`src/rtl/cond_flag_unit.sv`:
```
module cond_flag_unit #(
  parameter int W = 32
) (
  input  logic         clk,
  input  logic         rst_n,
  input  logic         valid_i,
  input  logic [3:0]   cond_i,
  input  logic [1:0]   kind_i,
  input  logic         setf_i,
  input  logic         dst_pc_i,
  input  logic [W-1:0] result_i,
  input  logic         carry_i,
  input  logic         ovf_i,
  input  logic         shift_c_i,
  input  logic [3:0]   saved_i,
  output logic [3:0]   flags_o,
  output logic         exec_o,
  output logic         rd_we_o
);
  logic n, z, c, v;
  logic pass, base;
  logic [3:0] calc;

  assign {n, z, c, v} = flags_o;

  always_comb begin
    case (cond_i[3:1])
      3'd0: base = z;
      3'd1: base = c;
      3'd2: base = n;
      3'd3: base = v;
      3'd4: base = c & ~z;
      3'd5: base = n ~^ v;
      3'd6: base = ~z & (n ~^ v);
      default: base = 1'b1;
    endcase
    pass = cond_i[0] ? ~base : base;
  end

  assign exec_o  = valid_i & pass;
  assign rd_we_o = exec_o & ~kind_i[1];

  assign calc = {result_i[W-1], ~|result_i,
                 kind_i[0] ? shift_c_i : carry_i,
                 kind_i[0] ? v : ovf_i};

  always_ff @(posedge clk or negedge rst_n)
    if (!rst_n)
      flags_o <= 4'b0000;
    else if (exec_o) begin
      if (kind_i[1])
        flags_o <= calc;
      else if (setf_i)
        flags_o <= dst_pc_i ? saved_i : calc;
    end
endmodule


```
`config.mk`:
```
export PLATFORM = sky130hd
export DESIGN_NAME = cond_flag_unit
export DESIGN_NICKNAME = d
export VERILOG_FILES = /design/src/rtl/cond_flag_unit.sv
export SDC_FILE = /design/constraint.sdc
export NUM_CORES = 1
export LEC_CHECK = 0
export ABC_AREA = 1
export BUFFER_PORTS_ARGS = -buffer_cell sky130_fd_sc_hd__buf_2
export CAP_MARGIN = 20
export CORE_MARGIN = 1.5
export CORE_UTILIZATION = 32
export CTS_CLUSTER_SIZE = 25
export DETAILED_ROUTE_END_ITERATION = 8
export MAX_ROUTING_LAYER = met4
export PLACE_DENSITY_LB_ADDON = 0.08
export SYNTH_ARGS = -nofsm -noshare
export SYNTH_HDL_FRONTEND = slang
export SYNTH_SLANG_ARGS = --single-unit
```
`constraint.sdc`:
```
create_clock -name clk -period 1.3 [get_ports clk]
set_input_delay 0.13 -clock clk [delete_from_list [all_inputs] [get_ports clk]]
set_output_delay 0.13 -clock clk [all_outputs]
set_load 0.02 [all_outputs]
```
== After elaboration in Yosys (flattened, before gate mapping) ==
Cells that the tools add are included.

* Register bits: 4
* Input port bits: 50
* Output and inout bits: 6
* Logic and storage cells: 27

* Eq/ne operators: 6
* Mux-type cells: 7
* Bitwise gates (word level): 8
* Reductions and logical operators: 5

{| class="wikitable"
|+ Operators by type and width
! cell !! number
|-
| 32-bit OR reduction || 1
|-
| 4-bit 2-to-1 mux || 3
|-
| 3-bit equality test, second input constant || 3
|-
| 1-bit case mux with 7 select lines || 1
|-
| 3-bit by 2-bit equality test with 1-bit output, second input constant || 2
|-
| 1-bit AND || 4
|-
| 3-bit by 1-bit equality test with 1-bit output, second input constant || 1
|-
| 3-bit logical NOT || 1
|-
| 1-bit 2-to-1 mux || 3
|-
| 1-bit NOT || 3
|-
| 2-bit AND reduction || 1
|-
| 2-bit nonzero test || 1
|-
| 1-bit logical NOT || 1
|-
| 1-bit XNOR || 1
|}

== Depth between registers and ports, before layout ==
Gate-level depths: netlist of the first run.

* Depth after elaboration: 7
* Mapped depth: 11
* Gate-level depth less buffers: 11

== Worst setup path after synthesis of the first run ==
Ideal clock, no wire load.

* Path type: flip-flop to output port
* Start point: register flags_o[3]
* End point: output port rd_we_o
* Data arrival time: 1467 ps
* Required time: 1170 ps
* Slack: -297 ps
* Stages on the path, launching flop included: 10
* Path buffers: 0
* Cell sequence: dfrtp_1 -> inv_1 -> nor2_1 -> nor2_1 -> nand3_1 -> nand2_1 -> nand2_2 -> nand3_2 -> nand2_2 -> nor3_1

* Word-level cells in the longest chain between the ends: 7

{| class="wikitable"
|+ Ends and longest elaborated chain
! element !! line !! source
|-
| start: declaration || 16 || <nowiki>output logic [3:0] flags_o,</nowiki>
|-
| start signal: assignment || 52 || <nowiki>flags_o <= calc;</nowiki>
|-
| start signal: assignment || 54 || <nowiki>flags_o <= dst_pc_i ? saved_i : calc;</nowiki>
|-
| 1-bit XNOR || 33, 34 ||
|-
| 1-bit AND || 34 || <nowiki>3'd6: base = ~z & (n ~^ v);</nowiki>
|-
| 1-bit case mux with 7 select lines (*) || 27 || <nowiki>case (cond_i[3:1])</nowiki>
|-
| 1-bit NOT || 37 || <nowiki>pass = cond_i[0] ? ~base : base;</nowiki>
|-
| 1-bit 2-to-1 mux (*) || 37 ||
|-
| 1-bit AND (*) || 40 || <nowiki>assign exec_o = valid_i & pass;</nowiki>
|-
| 1-bit AND (*) || 41 || <nowiki>assign rd_we_o = exec_o & ~kind_i[1];</nowiki>
|-
| end: declaration || 18 || <nowiki>output logic rd_we_o</nowiki>
|}

Mark *: on every way between the ends. The rest lies on a longest branch, timed or not.

== Final worst setup path of the first run ==
* Start point: register flags_o[3]
* End point: output port exec_o

* Word-level cells in the longest chain between the ends: 6

{| class="wikitable"
|+ Ends and longest elaborated chain
! element !! line !! source
|-
| 1-bit XNOR || 33, 34 ||
|-
| 1-bit AND || 34 ||
|-
| 1-bit case mux with 7 select lines (*) || 27 ||
|-
| 1-bit NOT || 37 ||
|-
| 1-bit 2-to-1 mux (*) || 37 ||
|-
| 1-bit AND (*) || 40 ||
|-
| end: declaration || 17 || <nowiki>output logic exec_o,</nowiki>
|}

Marked as above.

==> reports/metrics.yaml, run 1 <==
power:
  peakVddDrop_mv: 0.4989
  powerDensity_mw_per_mm2: 948.9
  leakage_nw: 0.5358
  p_total_mw: 0.9119
place:
  port_buffers: 55
  placed_area_um2: 844.6
  gp_congestion: 0.7639
  dp_hpwl_mm: 1.379
sta:
  fmax_mhz: 615.4
  rsz0062_at_grt: "true"
  timing.final.crit_period_ns: 1.625
  hold_viol: 0
  slew_viol_final: 0
  slew_headroom: 0.8400
  timing.final.crit_share: 1.250
  skew_ns: 0.004347
  tightest_slew_ns: 0.2378
  timing.final.ws_setup_ns: -0.3251
  hold-worst-slack_ns: 0.2406
  finalSetupTns_ns: -1.292
  setup_viol: 6
clock_network:
  clk_latency_ns: 0.23
  cts_tree: "done"
  cts.htree.levels: 1
  cts_inserted_buffers: 3
  clk_path_buf_depth: 2
  cts.sinks: 4
  cts.clk_slew.worst_paths_ns: 0.04
  cts-root-buf: "clkbuf_4"
routing:
  via_count: 803
  ant_nets: 0
  vias_per_cell: 4.780
  wl_per_cell_um: 9.821
  routed_wl_mm: 1.650
  detail_route.first_pass.iterations: 4
  drc_errors: 0
  drtIter0Drc: 21
global_route:
  grt_max_degree: 7
  first_global_vias: 794
  gr-total-overflow: 0
  grt.total_usage: 0.2083
  antenna_found_initial: 0
  grt_pass1_wl_mm: 2.904
logic_synthesis:
  syn_inst: 85
  synth_xor_area_frac: 0
  synthSimpleGateAreaFrac: 0.6247
  synth_edf_count: 0
  synth-seq-area-share: 0.2057
  syn_area_um2: 486.7
  synth_seq_cells: 4
  synth-main-ff-cell: "dfrtp_1"
  synthDistinctLibCells: 19
  synth_top_area_cell: "dfrtp_1"
  synthTopCellsByArea: "dfrtp_1 (21%), nand2_1 (20%), nand3_1 (10%)"
  synth_top_family_by_area: "simple AND/OR/NAND/NOR gates"
  avgSynthCellArea_um2: 5.726
  syn_nets: 135
  synth_compound_area_frac: 0.07969
  async_reset_ff_frac: 1.000
  synth.area.mux_share: 0.02057
  ys.warnings.count: 0
  synth.top_cell.area_share: 0.2057
  synthAdderAreaFrac: 0
floorplanning:
  die_y_um: 42
  die_width_um: 42
  coreArea_mm2: 0.001366
  num_io_pins: 56
  rows: 13
  dieArea_mm2: 0.001764
  start_util: 0.3562
finish:
  layout-drive-gt1-share: 0.5752
  top_regs: "flags_o x4"
  diodes: 0
  fin_util: 0.7033
  largest_reg_flops: 4
  final_nets: 205
  area_growth_pct: 97.43
  top_register: "flags_o"
  final_area_um2: 960.9
  fill_cells: 123
worst_hold_path:
  hold_path_class: "primary input to flop"
worst_setup_path:
  path_class: "flop to output pin"
  cp-endpoint: "exec_o"
  cp.arrival_ns: 1.50
  worst-r2r-setup-slack_ns: -0.18
  r2r_end: "flags_o[1]"
  crit_path_end_kind: "output pin"
  required_ns: 1.17
  timing.rr.start: "flags_o[3]"
  cp-start-kind: "flop"
  cp_max_fo: 3
  crit_path_start: "flags_o[3]"
  r2r_cells: 11
flow_run:
  maxCapViolations: 0
outcome:
  outcome: "complete, but fails checks"
  violations: "setup timing"
==> worst min-delay path by stage <==
| stage | start | to | slack [ns] | depth (start not counted) |
|---|---|---|---|---|
| after global routing | saved_i[3] | flags_o[3] | 0.27 | 5 |
| after floorplan | rst_n | flags_o[0] | -0.17 | 0 |
| after global placement | rst_n | flags_o[1] | -0.06 | 1 |
| final | saved_i[3] | flags_o[3] | 0.24 | 5 |
| after CTS | rst_n | flags_o[1] | 0.23 | 2 |
| after detailed placement | rst_n | flags_o[1] | -0.06 | 1 |
==> kinds of logic after synthesis <==
group	count (synthesis)
simple gates	64
buf+inv	9
mux	1
compound gates	7
flops	4
==> synth_stat cells (2+ instances only) <==
cell type / count
nand2_1: 26
dfrtp_1: 4
nor2_1: 9
or2_2: 4
nor3_1: 4
inv_1: 9
nand3_1: 10
nor2_2: 2
nor4_1: 3
nand2_2: 2
o21ai_0: 4
==> report_power, final <==
part	leakage (nW)	switching, mW	internal, mW
clock network	0.0138	0.0433	0.103
registers	0.0483	0.0345	0.165
logic	0.474	0.301	0.266
==> metrics by stage <==
step / cells / setup slack, ns
after CTS: 168 / -0.3521
after detailed placement: 160 / -0.1986
after floorplan: 85 / -0.1103
final: 168 / -0.3251
after global placement: 160 / -0.1323
after global routing: 168 / -0.4327
==> final cells by class <==
class                      instances  area [µm²]  share of cell area
tap                               15       18.77             0.01953
clock buffer                       3       22.52             0.02344
timing repair buffer              65       372.9              0.3880
sequential                         4       102.6              0.1068
multi-input combinational         72       410.4              0.4271
inverter                           9       33.78             0.03516
==> worst max-delay path: stages (launching register included) <==
cell,delay [ns]
dfrtp_2,0.40
inv_2,0.08
nor2_2,0.04
nor2_1,0.08
nand3_1,0.09
nand2_2,0.10
nand2_4,0.08
nand3_4,0.08
nand2_4,0.07
nor2_4,0.13
buf_6,0.13
==> repair_timing <==
| item | CTS | global route |
|---|---|---|
| pin swaps | 5 | 7 |
| setup buffers | 4 | 0 |
| resized for setup | 8 | 7 |
| endpoints found under the setup margin | 6 | 6 |
| hold buffers | 1 | 0 |
| hold endpoints to repair | 4 | 0 |
==> placed cells by master (no fill, tap or decap), types with 2 or more instances in the layout <==
cell      instances
dfrtp_1           2
nand2_1          24
nor4_1            3
buf_2            53
o21ai_0           4
nor2_1            8
buf_6             4
inv_1             7
nor3_1            3
nand3_1           9
nand2_4           2
nor2_2            2
nand2_2           2
nor2_4            2
dfrtp_2           2
clkbuf_4          3
or2_2             4
inv_2             2
buf_4             7
==> per-layer routing <==
metal  part of all wire  vias up  GRT usage
met1               0.35      353     0.2302
met3              0.053        2    0.01724
li1                   -      416          -
met2               0.59       32     0.3938
met5                  0        -          -
met4              0.010        0    0.05806
No activity file was read; power rests on OpenSTA's default activity.
==> run 2, diff against run 1 <==
Settings changed: CORE_UTILIZATION 32 to 35, SETUP_SLACK_MARGIN from default to 0.3.
Clock period 1.3 ns to 2.1 ns, I/O delays scaled along.
==> run 2 against run 1 <==
  * The run now ends clean
  * Clock skew shrank 0.0018 ns
  * Combinational power shrank 48%
  * Total power shrank 44%
  * Sequential cell count is the same
  * Non-clock buffer count shrank 5
  * Wire length shrank 6.6%
  * First-iteration DRC count shrank 86%
  * Critical path depth is the same
  * Die area shrank 8.0%
  * Register-to-register slack gained 0.78 ns
  * Clock power shrank 37%
  * Cell count shrank 3.0%
  * Critical endpoint is now rd_we_o
==> reports/metrics.yaml, run 2 (same netlist as run 1, synthesis figures left out) <==
clock_network:
  cts_inserted_buffers: 3  # unchanged
  cts.sinks: 4  # unchanged
  cts-root-buf: "clkbuf_4"
  cts.htree.levels: 1  # unchanged
  clk_path_buf_depth: 2  # unchanged
  clk_latency_ns: 0.23  # about the same
  cts_tree: "done"
  cts.clk_slew.worst_paths_ns: 0.04  # about the same
floorplanning:
  die_width_um: 40.29  # -4.1%
  dieArea_mm2: 0.001623  # -8.0%
  die_y_um: 40.29  # -4.1%
  rows: 13  # unchanged
  num_io_pins: 56  # unchanged
  start_util: 0.3740  # +0.01781
  coreArea_mm2: 0.001301  # -4.8%
sta:
  skew_ns: 0.002552  # -0.001795 ns
  slew_headroom: 0.7436  # -0.09644
  setup_viol: 0  # -6
  slew_viol_final: 0  # unchanged
  hold_viol: 0  # unchanged
  finalSetupTns_ns: 0  # +1.292 ns
  timing.final.crit_period_ns: 1.710
  timing.final.crit_share: 0.8144
  rsz0062_at_grt: "true"
  tightest_slew_ns: 0.3832  # +0.1454 ns
  fmax_mhz: 584.7
worst_setup_path:
  path_class: "flop to output pin"
  r2r_end: "flags_o[0]"
  required_ns: 1.89  # +0.72 ns
  cp-start-kind: "flop"
  crit_path_end_kind: "output pin"
  timing.rr.start: "flags_o[2]"
  cp.arrival_ns: 1.50  # about the same
  cp_max_fo: 3  # unchanged
  r2r_cells: 11  # unchanged
  worst-r2r-setup-slack_ns: 0.60  # +0.78 ns
power:
  comb_power_share: 0.580  # -0.041
  p_clk_frac: 0.180  # +0.020
  leakage_nw: 0.5059  # -5.6%
  seq_power_share: 0.240  # +0.022
  p_sw_mw: 0.2106  # -44%
  p_sw_frac: 0.4142  # -0.0008040
  powerDensity_mw_per_mm2: 578.8  # -39%
  peakVddDrop_mv: 0.5062  # +1.5%
  p_int_mw: 0.2978  # -44%
routing:
  drtIter0Drc: 3  # -86%
  ant_nets: 0  # unchanged
  detail_route.first_pass.iterations: 4  # unchanged
  vias_per_cell: 4.521  # -5.4%
  routed_wl_mm: 1.541  # -6.6%
  drc_errors: 0  # unchanged
  via_count: 737  # -8.2%
  wl_per_cell_um: 9.454  # -3.7%
finish:
  top_regs: "flags_o x4"
  layout-drive-gt1-share: 0.5135  # -0.06165
  final_common_cell: "buf_2"
  area_growth_pct: 80.46
  fin_util: 0.6750  # -0.02830
  finalNonFillerCells: 163  # -3.0%
  layout_common_cells: "buf_2 (53), nand2_1 (26), nand3_1 (10)"
  fill_cells: 143  # +16%
  top_register: "flags_o"
  diodes: 0  # unchanged
  largest_reg_flops: 4  # unchanged
  final_area_um2: 878.3  # -8.6%
  final_nets: 200  # -2.4%
place:
  placed_area_um2: 780.7  # -7.6%
  port_buffers: 55  # unchanged
  gp_congestion: 0.7607  # -0.42%
  placedCellCount: 155  # -3.1%
  dp_hpwl_mm: 1.278  # -7.4%
worst_hold_path:
  hold_path_class: "primary input to async pin"
global_route:
  antenna_found_initial: 0  # unchanged
  use_met2: 0.3629  # -0.03085
  grt.busiest_layer: "met2"
  gr-total-overflow: 0  # unchanged
  grt.total_usage: 0.2064  # -0.001927
  grt_max_degree: 8  # +1
  first_global_vias: 648  # -18%
  grt_use_met3: 0.05000  # +0.03276
  grt_pass1_wl_mm: 2.228  # -23%
  gr-usage-met1: 0.2267  # -0.003492
outcome:
  outcome: "completed"
flow_run:
  maxCapViolations: 0  # unchanged
run 2: cell count changes in the layout (fill, tap and decap cells not counted), moves of 2 or more:
| cell | delta |
|---|---|
| dfrtp_1 | +2 |
| dfrtp_2 | -2 |
| buf_6 | -3 |
| nand2_1 | +2 |
| buf_4 | -2 |
run 2: final cells by class:
class,count,area (µm²),share of cell area
multi-input cells,72,379.1,0.4316
repair buffers,60,324.1,0.3689
flip-flops and latches,4,100.1,0.1140
inverters,9,33.78,0.03846
clock buffers,3,22.52,0.02564
well taps,15,18.77,0.02137
run 2: how the worst max path moves through the flow:
stage | startpoint | to | slack, ns
6_report | flags_o[3] | rd_we_o | 0.39
5_1_grt | flags_o[3] | rd_we_o | 0.23
4_1_cts | flags_o[2] | rd_we_o | 0.37
3_5_place_dp | flags_o[2] | rd_we_o | 0.61
3_3_place_gp | flags_o[3] | rd_we_o | 0.63
2_1_floorplan | flags_o[3] | rd_we_o | 0.42
run 2: per-stage QoR:
stage	setup WS, ns	hold WS (ns)	power, mW
final	0.3898	0.3161	0.5084
after global routing	0.2323	0.3075	0.5530
after CTS	0.3669	0.3049	0.4615
after detailed placement	0.6122	0.01555	0.3644
after global placement	0.6302	0.01634	0.3595
after floorplan	0.4235	-0.08559	0.2661
run 2: routing by layer:
| layer | wire length, µm | vias up |
|---|---|---|
| met5 | 0 | - |
| met4 | 0 | 0 |
| met3 | 97 | 0 |
| met2 | 803 | 27 |
| met1 | 640 | 306 |
| li1 | - | 404 |
run 2: power by group through the flow:
stage / Sequential [mW] / Clock [mW] / Combinational [mW]
global placement: 0.122 / 0 / 0.238
global route: 0.124 / 0.100 / 0.329
floorplan: 0.149 / 0 / 0.117
finish: 0.122 / 0.0915 / 0.295
CTS: 0.122 / 0.0959 / 0.243
detailed placement: 0.123 / 0 / 0.241
run 2: critical path, cell delays in order, from the launching register on:
cell and delay [ns]:
dfrtp_1 0.38, inv_2 0.09, nor2_1 0.04, nor2_1 0.08, nand3_1 0.07, nand2_1 0.08
nand2_2 0.08, nand3_2 0.11, nand2_4 0.07, nor3_2 0.11, buf_4 0.16
run 2: repair_timing:
item / 4_1_cts / 5_1_grt
endpoints found under the hold margin: 4 / 0
endpoints found under the setup margin: 0 / 2
setup buffers: 0 / 4
hold buffers: 1 / 0
resized for setup: 0 / 9
==> run 3, diff against run 2 <==
Settings changed: CORE_UTILIZATION 35 to 29.
Clock period 2.1 ns to 1.55 ns, I/O delays scaled along.
==> run 3 against run 2 <==
  * The run now ends with setup timing left
  * Highest routed layer is now met4
  * Critical path depth is the same
  * Via count grew 6.8%
  * Largest power group unchanged
  * Cell count up 3.1%
==> reports/metrics.yaml, run 3 (same netlist as run 1, synthesis figures left out) <==
outcome:
  outcome: "complete, but fails checks"
  violations: "setup timing"
place:
  port_buffers: 55  # unchanged
  placedCellCount: 157  # +1.3%
  gp_congestion: 0.7160  # -5.9%
  dp_hpwl_mm: 1.302  # +1.9%
  place_ws_ns: 0.06808  # -0.5442 ns
routing:
  via_count: 787  # +6.8%
  detail_route.first_pass.iterations: 6  # +2
  drtIter0Drc: 9  # +6
  wl_per_cell_um: 8.946  # -5.4%
  vias_per_cell: 4.685  # +3.6%
  drc_errors: 0  # unchanged
  ant_nets: 0  # unchanged
  routed_wl_mm: 1.503  # -2.5%
worst_setup_path:
  cp_max_fo: 3  # unchanged
  required_ns: 1.39  # -0.50 ns
  cp.arrival_ns: 1.50  # about the same
  slowest_delay_ns: 0.40  # +0.02 ns
  path_class: "flop to output pin"
  path_buf_inv: 2  # unchanged
  slowest_stage: "dfrtp_2"
  worstPathCellList: "inv_2, nor2_1, nor2_1, nand3_2, nand2_2, nand2_4, nand3_2, nand2_4, nor3_4, buf_6"
  crit_path_end_kind: "output pin"
  cp_top_family: "simple AND/OR/NAND/NOR gates"
  cp-start-kind: "flop"
clock_network:
  cts_tree: "done"
  cts_inserted_buffers: 3  # unchanged
  clk_latency_ns: 0.23  # about the same
  clk_path_buf_depth: 2  # unchanged
  cts.clk_slew.worst_paths_ns: 0.04  # about the same
  cts.sinks: 4  # unchanged
  cts-root-buf: "clkbuf_4"
  cts.htree.levels: 1  # unchanged
floorplanning:
  dieArea_mm2: 0.001933  # +19%
  num_io_pins: 56  # unchanged
  die_width_um: 43.97  # +9.1%
  die_y_um: 43.97  # +9.1%
  rows: 14  # +1
  coreArea_mm2: 0.001541  # +18%
  start_util: 0.3157  # -0.05829
finish:
  finalNonFillerCells: 168  # +3.1%
  diodes: 0  # unchanged
  final_nets: 204  # +2.0%
  area_growth_pct: 93.57
  layout_common_cells: "buf_2 (53), nand2_1 (24), nor2_1 (9)"
  top_register: "flags_o"
  top_regs: "flags_o x4"
  largest_reg_flops: 4  # unchanged
  final_common_cell: "buf_2"
  layout-drive-gt1-share: 0.5724  # +0.05885
power:
  powerDensity_mw_per_mm2: 781.8  # +35%
  p_int_mw: 0.4357  # +46%
  p_clk_frac: 0.172  # -0.008
  seq_power_share: 0.221  # -0.019
  peakVddDrop_mv: 0.3705  # -27%
  comb_power_share: 0.607  # +0.027
  p_sw_mw: 0.3009  # +43%
  leakage_nw: 0.5324  # +5.2%
  p_sw_frac: 0.4085  # -0.005756
global_route:
  gr-total-overflow: 0  # unchanged
  grt_max_degree: 7  # -1
  antenna_found_initial: 0  # unchanged
  grt_pass1_wl_mm: 2.580  # +16%
  first_global_vias: 709  # +9.4%
  grt.total_usage: 0.1794  # -0.02695
sta:
  timing.final.crit_period_ns: 1.656
  slew_headroom: 0.8283  # +0.08472
  timing.final.crit_share: 1.068
  rsz0062_at_grt: "true"
  setup_viol: 2  # +2
  fmax_mhz: 603.9
  skew_ns: 0.002942  # +0.0003906 ns
  timing.final.ws_setup_ns: -0.1059  # -0.4956 ns
  hold_viol: 0  # unchanged
  finalSetupTns_ns: -0.1736  # -0.1736 ns
  slew_viol_final: 0  # unchanged
  tightest_slew_ns: 0.2552  # -0.1280 ns
flow_run:
  maxCapViolations: 0  # unchanged
worst_hold_path:
  hold_path_class: "primary input to async pin"
## run 3: final cells by class
class | instances | area [µm²]
clock buffer | 3 | 22.52
fill | 154 | 599.3
inverter | 9 | 33.78
multi-input combinational | 72 | 405.4
sequential | 4 | 102.6
tap | 16 | 20.02
timing repair buffer | 64 | 357.8
## run 3: metal layers
| metal | vias up | share of wire | global-route usage | wire length [µm] |
|---|---|---|---|---|
| met3 | 2 | 0.081 | 0.01667 | 121 |
| met2 | 44 | 0.52 | 0.3176 | 787 |
| met1 | 325 | 0.39 | 0.1964 | 583 |
| met5 | - | 0 | - | 0 |
| li1 | 416 | - | - | - |
| met4 | 0 | 0.0073 | 0.09091 | 11 |
## run 3: final timing paths
check	cells past startpoint	to	from	slack (ns)
max	10	rd_we_o	flags_o[3]	-0.11
min	2	flags_o[0]	rst_n	0.26
max reg2reg	11	flags_o[1]	flags_o[3]	0.06
min reg2reg	2	flags_o[0]	flags_o[0]	0.55
max in group asynchronous	2	flags_o[2]	rst_n	1.16
min in group clk	5	flags_o[0]	saved_i[0]	0.27
## run 3: power by group through the flow
| stage | Clock [mW] | Combinational, mW | Sequential (mW) |
|---|---|---|---|
| 3_5_place_dp | 0 | 0.345 | 0.170 |
| 6_report | 0.127 | 0.447 | 0.163 |
| 5_1_grt | 0.131 | 0.497 | 0.166 |
| 4_1_cts | 0.131 | 0.434 | 0.163 |
| 3_3_place_gp | 0 | 0.342 | 0.168 |
| 2_1_floorplan | 0 | 0.175 | 0.206 |
## run 3: worst register-to-register path: cells and delay by family (launching register included)
kind	cells	cell delay (ns)
buffers and inverters	2	0.17
and+or+nand+nor	9	0.80
DFF	1	0.40
## run 3: what timing repair did
action	4_1_cts	5_1_grt
pin swaps	10	4
setup buffers	7	0
resized for setup	9	3
hold endpoints to repair	4	0
hold buffers	1	0
endpoints found under the setup margin	6	6
## run 3: per-stage QoR
stage / power (mW) / utilization / area, µm² / hold slack, ns
3_3_place_gp: 0.5106 / 0.5292 / 815.8 / -0.04004
3_5_place_dp: 0.5152 / 0.5292 / 815.8 / -0.03895
2_1_floorplan: 0.3810 / - / 513.0 / -0.1406
6_report: 0.7366 / 0.6112 / 942.2 / 0.2594
5_1_grt: 0.7947 / 0.6112 / 942.2 / 0.2746
4_1_cts: 0.7273 / 0.6031 / 929.6 / 0.2529
